===== src/rtl/hb_pkg.sv =====
package hb_pkg;
   // Synchronized input bundle, one bit per asynchronous pin
   typedef struct packed {
      logic dir_a;
      logic dir_b;
      logic diag_a;
      logic diag_b;
      logic pwm;
      logic test;
      logic uv;
      logic ovt_a;
      logic ovt_b;
      logic sat_a;
      logic sat_b;
      logic open_a;
      logic open_b;
   } hb_in_t;

   localparam int unsigned HB_IN_W = $bits(hb_in_t);
   localparam int unsigned HB_HALVES = 2;
endpackage


===== src/rtl/hb_sync.sv =====
module hb_sync #(
   parameter int unsigned WIDTH  = 8,
   parameter int unsigned STAGES = 2
) (
   input  logic             clk,
   input  logic             rst_n,
   input  logic [WIDTH-1:0] d,
   output logic [WIDTH-1:0] q
);
   logic [WIDTH-1:0] stage [STAGES];

   if (STAGES < 2) begin : g_bad_stages
      $error("hb_sync: STAGES must be at least 2");
   end

   for (genvar s = 0; s < STAGES; s++) begin : g_stage
      always_ff @(posedge clk) begin
         if (!rst_n) begin
            stage[s] <= '0;
         end else if (s == 0) begin
            stage[s] <= d;
         end else begin
            stage[s] <= stage[(s == 0) ? 0 : s - 1];
         end
      end
   end

   assign q = stage[STAGES-1];
endmodule


===== src/rtl/hb_half.sv =====
module hb_half #(
   parameter int unsigned DEAD_CYCLES = 8
) (
   input  logic clk,
   input  logic rst_n,
   input  logic dir_s,
   input  logic flag,
   input  logic restart,
   output logic dir_edge,
   output logic dir_rise,
   output logic fault,
   output logic dead_done
);
   localparam int unsigned CNT_W = $clog2(DEAD_CYCLES + 1);
   localparam logic [CNT_W-1:0] CNT_LOAD = CNT_W'(DEAD_CYCLES);

   logic             dir_q;
   logic [CNT_W-1:0] cnt;

   assign dir_edge  = dir_s ^ dir_q;
   assign dir_rise  = dir_s & ~dir_q;
   assign dead_done = (cnt == '0) & ~restart;

   always_ff @(posedge clk) begin
      if (!rst_n) begin
         dir_q <= 1'b0;
      end else begin
         dir_q <= dir_s;
      end
   end

   // Fault latch: a present flag wins over a clearing edge
   always_ff @(posedge clk) begin
      if (!rst_n) begin
         fault <= 1'b0;
      end else if (flag) begin
         fault <= 1'b1;
      end else if (dir_rise) begin
         fault <= 1'b0;
      end
   end

   // Dead-time down counter, reloaded on any direction change
   always_ff @(posedge clk) begin
      if (!rst_n) begin
         cnt <= CNT_LOAD;
      end else if (restart) begin
         cnt <= CNT_LOAD;
      end else if (cnt != '0) begin
         cnt <= cnt - 1'b1;
      end
   end
endmodule


===== src/rtl/hb_ctrl.sv =====
module hb_ctrl #(
   parameter int unsigned DEAD_CYCLES = 16,
   parameter int unsigned SYNC_STAGES = 2
) (
   input  logic clk,
   input  logic rst_n,
   input  logic dir_a,
   input  logic dir_b,
   input  logic diag_a_in,
   input  logic diag_b_in,
   input  logic pwm_in,
   input  logic test_mode,
   input  logic uv_flag,
   input  logic ovt_a,
   input  logic ovt_b,
   input  logic sat_a,
   input  logic sat_b,
   input  logic open_a,
   input  logic open_b,
   output logic hs_a,
   output logic hs_b,
   output logic ls_a,
   output logic ls_b,
   output logic diag_a_pull,
   output logic diag_b_pull
);
   import hb_pkg::*;

   if (DEAD_CYCLES < 1) begin : g_bad_dead
      $error("hb_ctrl: DEAD_CYCLES must be at least 1");
   end

   hb_in_t raw_in, s;
   logic [HB_HALVES-1:0] dir_v, diag_v, flag_v, open_v;
   logic [HB_HALVES-1:0] edge_v, rise_v, fault_v, done_v;
   logic [HB_HALVES-1:0] pull_v, en_v, hs_v, ls_v;
   logic restart, any_fault, uv_s, pwm_s;

   assign raw_in = '{dir_a: dir_a, dir_b: dir_b, diag_a: diag_a_in,
                     diag_b: diag_b_in, pwm: pwm_in, test: test_mode,
                     uv: uv_flag, ovt_a: ovt_a, ovt_b: ovt_b,
                     sat_a: sat_a, sat_b: sat_b, open_a: open_a,
                     open_b: open_b};

   hb_sync #(.WIDTH(HB_IN_W), .STAGES(SYNC_STAGES)) i_sync (
      .clk  (clk),
      .rst_n(rst_n),
      .d    (raw_in),
      .q    (s)
   );

   assign dir_v  = {s.dir_b, s.dir_a};
   assign diag_v = {s.diag_b, s.diag_a};
   assign flag_v = {s.ovt_b | s.sat_b, s.ovt_a | s.sat_a};
   assign open_v = {s.open_b, s.open_a};
   assign uv_s   = s.uv;
   assign pwm_s  = s.pwm;

   assign restart   = |edge_v;
   assign any_fault = |fault_v;

   for (genvar h = 0; h < HB_HALVES; h++) begin : g_half
      hb_half #(.DEAD_CYCLES(DEAD_CYCLES)) i_half (
         .clk      (clk),
         .rst_n    (rst_n),
         .dir_s    (dir_v[h]),
         .flag     (flag_v[h]),
         .restart  (restart),
         .dir_edge (edge_v[h]),
         .dir_rise (rise_v[h]),
         .fault    (fault_v[h]),
         .dead_done(done_v[h])
      );

      assign pull_v[h] = fault_v[h] | (s.test & open_v[h]);
      assign en_v[h]   = diag_v[h] & ~pull_v[h];
      assign hs_v[h]   = ~uv_s & en_v[h] & dir_v[h] & ~fault_v[h];
      assign ls_v[h]   = ~uv_s & ~s.test & ~any_fault & pwm_s
                         & en_v[h] & ~dir_v[h] & done_v[h];
   end

   assign hs_a        = hs_v[0];
   assign hs_b        = hs_v[1];
   assign ls_a        = ls_v[0];
   assign ls_b        = ls_v[1];
   assign diag_a_pull = pull_v[0];
   assign diag_b_pull = pull_v[1];
endmodule


===== config.mk =====
export PLATFORM = sky130hd
export DESIGN_NAME = hb_ctrl
export DESIGN_NICKNAME = d
export VERILOG_FILES = /design/src/rtl/hb_pkg.sv /design/src/rtl/hb_sync.sv /design/src/rtl/hb_half.sv /design/src/rtl/hb_ctrl.sv
export SDC_FILE = /design/constraint.sdc
export NUM_CORES = 1
export LEC_CHECK = 0
export ABC_AREA = 1
export BUFFER_PORTS_ARGS = -buffer_cell sky130_fd_sc_hd__buf_4
export CAP_MARGIN = 25
export CORE_MARGIN = 8
export CORE_UTILIZATION = 59
export DETAILED_ROUTE_END_ITERATION = 10
export PLACE_DENSITY = 0.86
export SYNTH_ARGS = -nofsm -noshare
export SYNTH_HDL_FRONTEND = slang
export SYNTH_HIERARCHICAL = 1
export SYNTH_SLANG_ARGS = --single-unit

===== constraint.sdc =====
create_clock -name clk -period 2.8 [get_ports clk]
set_input_delay 0 -clock clk [delete_from_list [all_inputs] [get_ports clk]]
set_output_delay 0 -clock clk [all_outputs]
set_load 0.02 [all_outputs]

==> run metrics, run 1 <==
Worst-Skew Late Latency=0.34 ns; quantity of gates resized following cts=0; Clock Tree Root=clkbuf_4; Final nets=262; mux share of post-synthesis cell area=0%; worst setup path class=reg2out; Min-Delay Path Class=in2reg; # hold bufs at CTS=14; Syn Area/Cell=7.82 sq um; post-DP HPWL=1.82 mm; Pre-Repair DR Iteration Count=5; Compound-Gate Fraction of Synth Area=1.89%; endpoints failing hold=0; sequential cell area fraction in the yosys report=50.5%; Synthesized Nets=224; Placement Rows=19; buffers and inverters on the worst path=3; Period Utilization, post-route=70.1%; Critical Path AT=1.96 ns; Leak Pwr=1.11 nW; vias in the first global route=1,324; WP data required=2.80 ns; DRC violations left=0; cells after synthesis=203; crit path launch type=flip-flop; Synth area leaders=dfxtp_1 (50%), inv_1 (12%), nand2_1 (12%), ha_1 (4.7%), nand3_1 (3.8%); Synth Area in Simple Gates=27.4%; maximum vdd drop=0.560 mV; Finished Layout Cells=273; initial core utilization=59.6%; crit path cell chain=inv_1 -> ha_1 -> inv_1 -> or2_2 -> nor2_1 -> nand2_1 -> nor3_1 -> buf_4; Antenna Nets Post-Route=0; layout cells sized above 1=15.3%; First DRT Iteration DRCs=58; Final setup viols=0; status=complete, no violations; Pwr Density=660 mW/mm^2; Worst-path clk slew=0.11 ns; Critical Path Most Common Cell=inv_1; Yosys top cell area share=50.5%; Max Clk Rate=510 MHz; CP delay by family, top=simple AND/OR/NAND/NOR gates; Antenna Cells=0; I/O Pins=21; dpl cells=251; clock skew=0.00461 ns; worst slew pin tran=0.280 ns; Rel. slew slack=81.3%; core area=0.00266 sq mm; CTS buffer count=5; slowest CP cell=or2_2; Vias=1,297; Synth Register Bits=40; fin crit period=1.96 ns; depth of the CTS H-tree=2; Ys Warns=6; first-pass GRT wire length=5.92 mm; initial antenna violation count=0; CTS tree=built; total track usage=17.4%; Worst Path Max Fanout=4; global route overflow=0; PortBufs=20; Netlist cell types=15; vias per cell=4.75; Die W=67.9 microns; Adder-Cell Fraction of Synth Area=4.73%; Pins Over Slew Limit=0; Post-Synth XOR/XNOR Area=1.10%; wire per inst=12.9 microns; CTS sink count=40; final WL=3.52 mm; die area=0.00460 sq mm; Synth Cell Area=0.00159 sq mm; worst stage delay on the critical path=0.38 ns; RSZ-0062 raised after global routing=false; largest net degree at the start of global routing=31; Die H=67.9 microns; most area-hungry cell type in the Yosys netlist=dfxtp_1; largest family of logic cells by synthesized area=simple AND/OR/NAND/NOR gates; post-CTS setup buffers=0; max_cap viols=0; CTS Buffer Depth=2; Syn-to-layout area delta=23.4%; Final GP Congestion=0.733; setup TNS=0 ns; Worst setup EP type=output pin; PnR Total Power=0.00129 W
[Yosys cell counts, drive strengths merged]
cell / number
inv: 52
ha: 6
buf: 3
or2: 3
dfxtp: 40
nand4: 2
nand2: 50
nand3: 13
nor3: 4
a21oi: 6
nor2: 22
xnor2: 2
[state kept, by name, summed over array words and instances, names as in the netlist]
register,cells
g_half.i_half/cnt,10
g_half.i_half/dir_q,2
g_half.i_half/fault,2
i_sync/stage,26
[tightest hold or removal path, cell delays in order]
cell           delay (ns)
dlygate4sd3_1        0.52
buf_4                0.10
nand2_1              0.04
inv_1                0.04
[path summary, 6_finish.rpt]
check / start / to / slack (ns) / cells past startpoint
max: g_half[0].i_half/dir_q / ls_a / 0.84 / 8
min: sat_b / i_sync/stage[0][2] / 0.37 / 4
max reg2reg: g_half[0].i_half/dir_q / g_half[1].i_half/cnt[3] / 1.31 / 7
min reg2reg: i_sync/stage[0][0] / i_sync/stage[1][0] / 0.43 / 2
[final cells by class]
type,count,area [sq um]
clock buffers,6,41.3
fillers,179,704
flip-flops and latches,40,801
inverters,52,195
clock inverters,2,35.0
repair buffers,34,290
multi-input cells,108,557
well taps,31,38.8
[metal layers]
layer / up-vias / global-route usage, % / share of wire [%]
li1: 665 / - / -
met1: 589 / 17.1 / 39
met2: 37 / 33.0 / 53
met3: 6 / 6.06 / 5.9
met4: 0 / 6.14 / 1.6
met5: - / 0 / 0
[stage by stage]
stage	worst slack [ns]	instance area, sq um	hold WS (ns)	util, %
final	0.838	1960	0.374	73.5
after global routing	0.724	1960	0.386	73.5
after CTS	0.860	1960	0.367	73.5
after detailed placement	1.25	1740	0.185	65.4
after global placement	1.27	1740	0.181	65.4
after floorplan	1.13	1590	0.0935	-
[cell families (layout without fill, tap and decap cells)]
| group | after synthesis | count (layout) |
|---|---|---|
| AO/OA/AOI/OAI | 6 | 6 |
| XOR/XNOR | 2 | 2 |
| buffers and inverters | 55 | 94 |
| AND/OR/NAND/NOR | 94 | 94 |
| adder cells (fa/ha/maj) | 6 | 6 |
| flip-flops | 40 | 40 |
[where the power goes]
group	switching [W]	internal (W)	total, W
combinational	0.000157	0.000114	0.000271
sequential	0.0000329	0.000621	0.000654
clock	0.000181	0.000187	0.000368
[cell usage in the layout (no fill, tap or decap)]
master	netlist	final
inv_1	52	52
nand2_1	50	50
dfxtp_1	40	40
buf_4	0	20
nor2_1	16	16
dlygate4sd3_1	0	14
nand3_1	12	12
a21oi_1	6	6
ha_1	6	6
clkbuf_4	0	5
nor3_1	4	4
nor2_2	4	4
or2_2	3	3
nand4_1	2	2
nor2_8	2	2
xnor2_1	2	2
nand3_2	1	1
clkbuf_1	0	1
clkinv_2	0	1
bufinv_16	0	1
Note: power is estimated with default switching activity, not from simulation.
==> run 2, diff against run 1 <==
CORE_UTILIZATION = 50   (was 59)
PLACE_DENSITY = 0.78   (was 0.86)
clock period = 1.65 ns   (was 2.8 ns; I/O delays follow)
==> run 2 against run 1 <==
  * The flow now finishes with violations (negative setup slack)
  * Register-to-register slack lost 1.1 ns
  * Sequential share of layout area shrank 3.4 points
  * Total power grew 78%
  * Combinational power grew 89%
  * Largest power group unchanged
  * Highest routed layer unchanged
==> run metrics, run 2 (synthesis results as in run 1) <==
Sw Share=29.8% (was 28.7%); worst setup path class=reg2out (unchanged); Antenna Nets Post-Route=0 (unchanged); Placement Rows=20 (was 19); Final Hold Slack=0.371 ns (was 0.374 ns); CTS buffer count=5 (unchanged); commonest non-fill, non-tap cell in the layout=nand2_1 (was inv_1); CTS tree=built (unchanged); Syn-to-layout area delta=35.1% (was 23.4%); depth of the CTS H-tree=2 (unchanged); global route overflow=0 (unchanged); crit path launch type=flip-flop (unchanged); Vias=1,309 (was 1,297); vias per cell=4.39 (was 4.75); core area=0.00303 sq mm (was 0.00266 sq mm); Critical Path AT=1.71 ns (was 1.96 ns); Min-Delay Path Class=in2reg (unchanged); Worst-Skew Late Latency=0.36 ns (was 0.34 ns); largest net degree at the start of global routing=31 (unchanged); CTS Buffer Depth=2 (unchanged); Die W=72.3 microns (was 67.9 microns); initial antenna violation count=0 (unchanged); most flop-heavy register=i_sync/stage (unchanged); largest registers=i_sync/stage (26), g_half.i_half/cnt (10) (unchanged); Internal=0.00162 W (was 0.000922 W); Die H=72.3 microns (was 67.9 microns); maximum vdd drop=0.704 mV (was 0.560 mV); Worst setup EP type=output pin (unchanged); Clock Tree Root=clkbuf_4 (unchanged); worst slew pin tran=0.282 ns (was 0.280 ns); Gate power share=22.3% (was 21.0%); total track usage=13.7% (was 17.4%); max_cap viols=0 (unchanged); post-DP HPWL=1.74 mm (was 1.82 mm); DP Area=0.00178 sq mm (was 0.00174 sq mm); dpl cells=265 (was 251); CTS sink count=40 (unchanged); register share of total power=48.7% (was 50.6%); layout cells sized above 1=22.4% (was 15.3%); Rel. slew slack=81.2% (was 81.3%); First DRT Iteration DRCs=71 (was 58); Worst-path clk slew=0.13 ns (was 0.11 ns); Final nets=274 (was 262); Pins Over Slew Limit=0 (unchanged); Pwr Density=1070 mW/mm^2 (was 660 mW/mm^2); final WL=3.32 mm (was 3.52 mm); Antenna Cells=0 (unchanged); Final setup viols=2 (was 0); Period Utilization, post-route=104%; I/O Pins=21 (unchanged); Worst Path Max Fanout=4 (unchanged); wire per inst=11.1 microns (was 12.9 microns); Largest register FFs=26 (unchanged); Pre-Repair DR Iteration Count=4 (was 5); power share of the clock group=29.0% (was 28.4%); WP data required=1.65 ns (was 2.80 ns); Max Clk Rate=584 MHz; first-pass GRT wire length=5.63 mm (was 5.92 mm); fin area=0.00214 sq mm (was 0.00196 sq mm); status=finished with violations (was complete, no violations); PortBufs=20 (unchanged); Sw Pwr=0.000686 W (was 0.000371 W); die area=0.00523 sq mm (was 0.00460 sq mm); most frequent cells in the layout=nand2_1 (50), inv_1 (46), dfxtp_1 (37) (was inv_1 (52), nand2_1 (50), dfxtp_1 (40)); Final GP Congestion=0.799 (was 0.733); Finished Layout Cells=298 (was 273); clock skew=0.0139 ns (was 0.00461 ns); endpoints failing hold=0 (unchanged); violated checks=negative setup slack; RSZ-0062 raised after global routing=true (was false); DRC violations left=0 (unchanged); Leak Pwr=1.15 nW (was 1.11 nW); Final WS setup=-0.0632 ns (was 0.838 ns); vias in the first global route=1,305 (was 1,324); worst slack at placement=0.114 ns (was 1.25 ns); initial core utilization=52.4% (was 59.6%); fin crit period=1.71 ns
run 2: layer usage:
metal | share of wire, % | vias up | track usage, %
met4 | 1.2 | 0 | 4.08
li1 | - | 690 | -
met3 | 4.7 | 6 | 5.51
met1 | 40 | 589 | 14.1
met5 | 0 | - | 0
met2 | 54 | 24 | 24.9
run 2: what timing repair did:
item,CTS,global route
pin swaps,8,2
resized for setup,8,7
buffers inserted,1,3
hold endpoints to repair,20,0
hold buffers,21,0
setup endpoints to repair,2,2
run 2: layout make-up:
cell class	instances	area, sq um
clock inverters	3	46.3
multi-input cells	108	607
inverters	52	195
repair buffers	46	398
fillers	218	885
well taps	44	55.1
clock buffers	5	37.5
flip-flops and latches	40	805
run 2: worst paths after layout:
| kind | to | startpoint | slack, ns | depth (start not counted) |
|---|---|---|---|---|
| setup reg to reg | g_half[0].i_half/cnt[1] | g_half[0].i_half/dir_q | 0.21 | 8 |
| hold reg to reg | i_sync/stage[1][11] | i_sync/stage[0][11] | 0.42 | 2 |
| hold / removal | i_sync/stage[0][2] | sat_b | 0.37 | 4 |
| setup / recovery | ls_a | g_half[0].i_half/dir_q | -0.06 | 8 |
run 2: stage by stage:
stage / util (%) / TNS, ns / total power [W]
after detailed placement: 58.6 / 0 / 0.00155
after CTS: 69.2 / -0.125 / 0.00225
after global placement: 58.6 / 0 / 0.00154
after global routing: 70.8 / -0.375 / 0.00243
final: 70.8 / -0.110 / 0.00230
after floorplan: - / 0 / 0.00146
run 2: critical path, stage by stage, from the launching register on:
cell,delay [ns]
dfxtp_2,0.35
inv_2,0.04
ha_4,0.25
inv_2,0.02
or2_4,0.26
nor2_1,0.09
nand2_1,0.06
nor3_2,0.14
buf_4,0.16
run 2: power by group through the flow:
stage,clock network (W),registers (W),logic [W]
floorplan,0,0.00112,0.000340
global placement,0,0.00113,0.000413
detailed placement,0,0.00113,0.000421
CTS,0.000670,0.00111,0.000470
global route,0.000713,0.00113,0.000589
finish,0.000667,0.00112,0.000513
==> run 3, diff against run 2 <==
==> constraint.sdc (replaced) <==
create_clock -name clk -period 1.65 [get_ports clk]
set_input_delay 0.33 -clock clk [delete_from_list [all_inputs] [get_ports clk]]
set_output_delay 0.33 -clock clk [all_outputs]
set_load 0.02 [all_outputs]
==> run 3 against run 2 <==
  * The flow still finishes with violations (negative setup slack)
  * Critical path depth unchanged
  * Non-clock buffer count is 13 lower
  * Hold slack got worse by 0.22 ns
  * Sequential cell count unchanged
  * Clock power fell by 25%
  * Clock skew decreased by 0.0047 ns
  * Wire length shrank 12%
  * Sequential share of layout area grew 2.5 points
  * Fmax fell by 18%
  * Total power decreased by 7.0%
  * Worst setup slack worse by 0.37 ns
  * Highest routed layer unchanged
==> run metrics, run 3 (synthesis results as in run 1) <==
CTS sink count=40 (unchanged); initial core utilization=52.4% (unchanged); Final WS setup=-0.430 ns (was -0.0632 ns); Worst setup EP type=output pin (unchanged); layout cells sized above 1=29.5% (was 22.4%); Leak Pwr=1.14 nW (was 1.15 nW); CTS Buffer Depth=2 (unchanged); Critical Path AT=1.75 ns (was 1.71 ns); Worst-path clk slew=0.12 ns (was 0.13 ns); fin crit period=2.08 ns (was 1.71 ns); Final setup viols=2 (unchanged); Clock Tree Root=clkbuf_4 (unchanged); total track usage=12.4% (was 13.7%); violated checks=negative setup slack (unchanged); Period Utilization, post-route=126% (was 104%); die area=0.00523 sq mm (unchanged); global route overflow=0 (unchanged); final WL=2.91 mm (was 3.32 mm); post-DP HPWL=2.06 mm (was 1.74 mm); max_cap viols=0 (unchanged); first-pass GRT wire length=5.09 mm (was 5.63 mm); RSZ-0062 raised after global routing=true (unchanged); largest net degree at the start of global routing=21 (was 31); most flop-heavy register=i_sync/stage (unchanged); dpl cells=276 (was 265); crit path launch type=flip-flop (unchanged); WP data required=1.32 ns (was 1.65 ns); # hold bufs at CTS=0 (was 21); Max Clk Rate=481 MHz (was 584 MHz); I/O Pins=21 (unchanged); initial antenna violation count=0 (unchanged); Largest register FFs=26 (unchanged); depth of the CTS H-tree=2 (unchanged); Antenna Cells=0 (unchanged); Final nets=261 (was 274); most frequent cells in the layout=inv_1 (49), nand2_1 (47), dfxtp_1 (34) (was nand2_1 (50), inv_1 (46), dfxtp_1 (37)); First DRT Iteration DRCs=66 (was 71); Vias=1,241 (was 1,309); Worst-Skew Late Latency=0.35 ns (was 0.36 ns); commonest non-fill, non-tap cell in the layout=inv_1 (was nand2_1); PortBufs=20 (unchanged); Worst Path Max Fanout=4 (unchanged); core area=0.00303 sq mm (unchanged); Rel. slew slack=81.2% (about the same); setup TNS=-0.834 ns (was -0.110 ns); clock skew=0.00915 ns (was 0.0139 ns); Die H=72.3 microns (unchanged); worst slew pin tran=0.281 ns (was 0.282 ns); Min-Delay Path Class=in2reg (unchanged); largest registers=i_sync/stage (26), g_half.i_half/cnt (10) (unchanged); Pins Over Slew Limit=0 (unchanged); Placement Rows=20 (unchanged); Die W=72.3 microns (unchanged); wire per inst=10.2 microns (was 11.1 microns); vias per cell=4.35 (was 4.39); worst setup path class=reg2out (unchanged); status=finished with violations (unchanged); Pre-Repair DR Iteration Count=4 (unchanged); vias in the first global route=1,280 (was 1,305); endpoints failing hold=0 (unchanged); CTS tree=built (unchanged); CTS buffer count=5 (unchanged); Antenna Nets Post-Route=0 (unchanged); Syn-to-layout area delta=27.3% (was 35.1%); Final GP Congestion=0.814 (was 0.799); DRC violations left=0 (unchanged); maximum vdd drop=0.735 mV (was 0.704 mV); Finished Layout Cells=285 (was 298); Pwr Density=1060 mW/mm^2 (was 1070 mW/mm^2)
run 3: cell count changes in the layout (fill, tap and decap cells not counted), sizes merged:
cell         delta
bufinv          -1
dlygate4sd3    -21
buf             +8
clkinv          +1
run 3: final timing paths:
path | from | end | slack [ns] | depth (start not counted)
worst min-delay path | pwm_in | i_sync/stage[0][8] | 0.15 | 3
worst min register to register | i_sync/stage[0][11] | i_sync/stage[1][11] | 0.41 | 2
worst max-delay path | g_half[1].i_half/dir_q | ls_a | -0.43 | 8
worst max register to register | g_half[1].i_half/dir_q | g_half[0].i_half/cnt[3] | 0.16 | 8
run 3: final cells by class:
class	count	area, sq um
repair buffers	33	255
clock buffers	5	37.5
multi-input cells	108	647
flip-flops and latches	40	808
inverters	52	195
well taps	44	55.1
clock inverters	3	21.3
fillers	237	1010
run 3: metal layers:
metal	routed length (microns)	global-route usage [%]	share of wire (%)
met4	51	6.35	1.8
met2	1510	22.5	52
met3	137	4.68	4.7
met5	0	0	0
met1	1210	11.9	42
run 3: per-stage QoR:
| step | total power (W) | cell area, sq um | setup slack, ns | utilization [%] | hold WS, ns |
|---|---|---|---|---|---|
| finish | 0.00214 | 2020 | -0.430 | 66.7 | 0.152 |
| global route | 0.00229 | 2020 | -0.497 | 66.7 | 0.134 |
| CTS | 0.00215 | 2000 | -0.437 | 66.0 | 0.134 |
| detailed placement | 0.00163 | 1870 | -0.107 | 61.9 | 0.394 |
| global placement | 0.00162 | 1870 | -0.0598 | 61.9 | 0.393 |
| floorplan | 0.00146 | 1610 | -0.0110 | - | 0.386 |
run 3: worst max-delay path, stage by stage (launching register included):
cell and delay [ns]:
dfxtp_2 0.35, inv_2 0.05, ha_4 0.25, inv_2 0.02, or2_4 0.27, nor2_4 0.09, nand2_2 0.07, nor3_4 0.16
buf_6 0.14
run 3: repair_timing:
item | CTS | global route
hold endpoints to repair | 0 | 0
pin swaps | 5 | 4
buffers inserted | 1 | 0
setup endpoints to repair | 2 | 4
resized for setup | 17 | 6
run 3: power by group:
| part | switching, W | internal, W | total (W) | leakage, nW |
|---|---|---|---|---|
| logic | 0.000283 | 0.000248 | 0.000531 | 0.772 |
| registers | 0.0000553 | 0.00106 | 0.00111 | 0.333 |
| clock network | 0.000329 | 0.000168 | 0.000497 | 0.0316 |
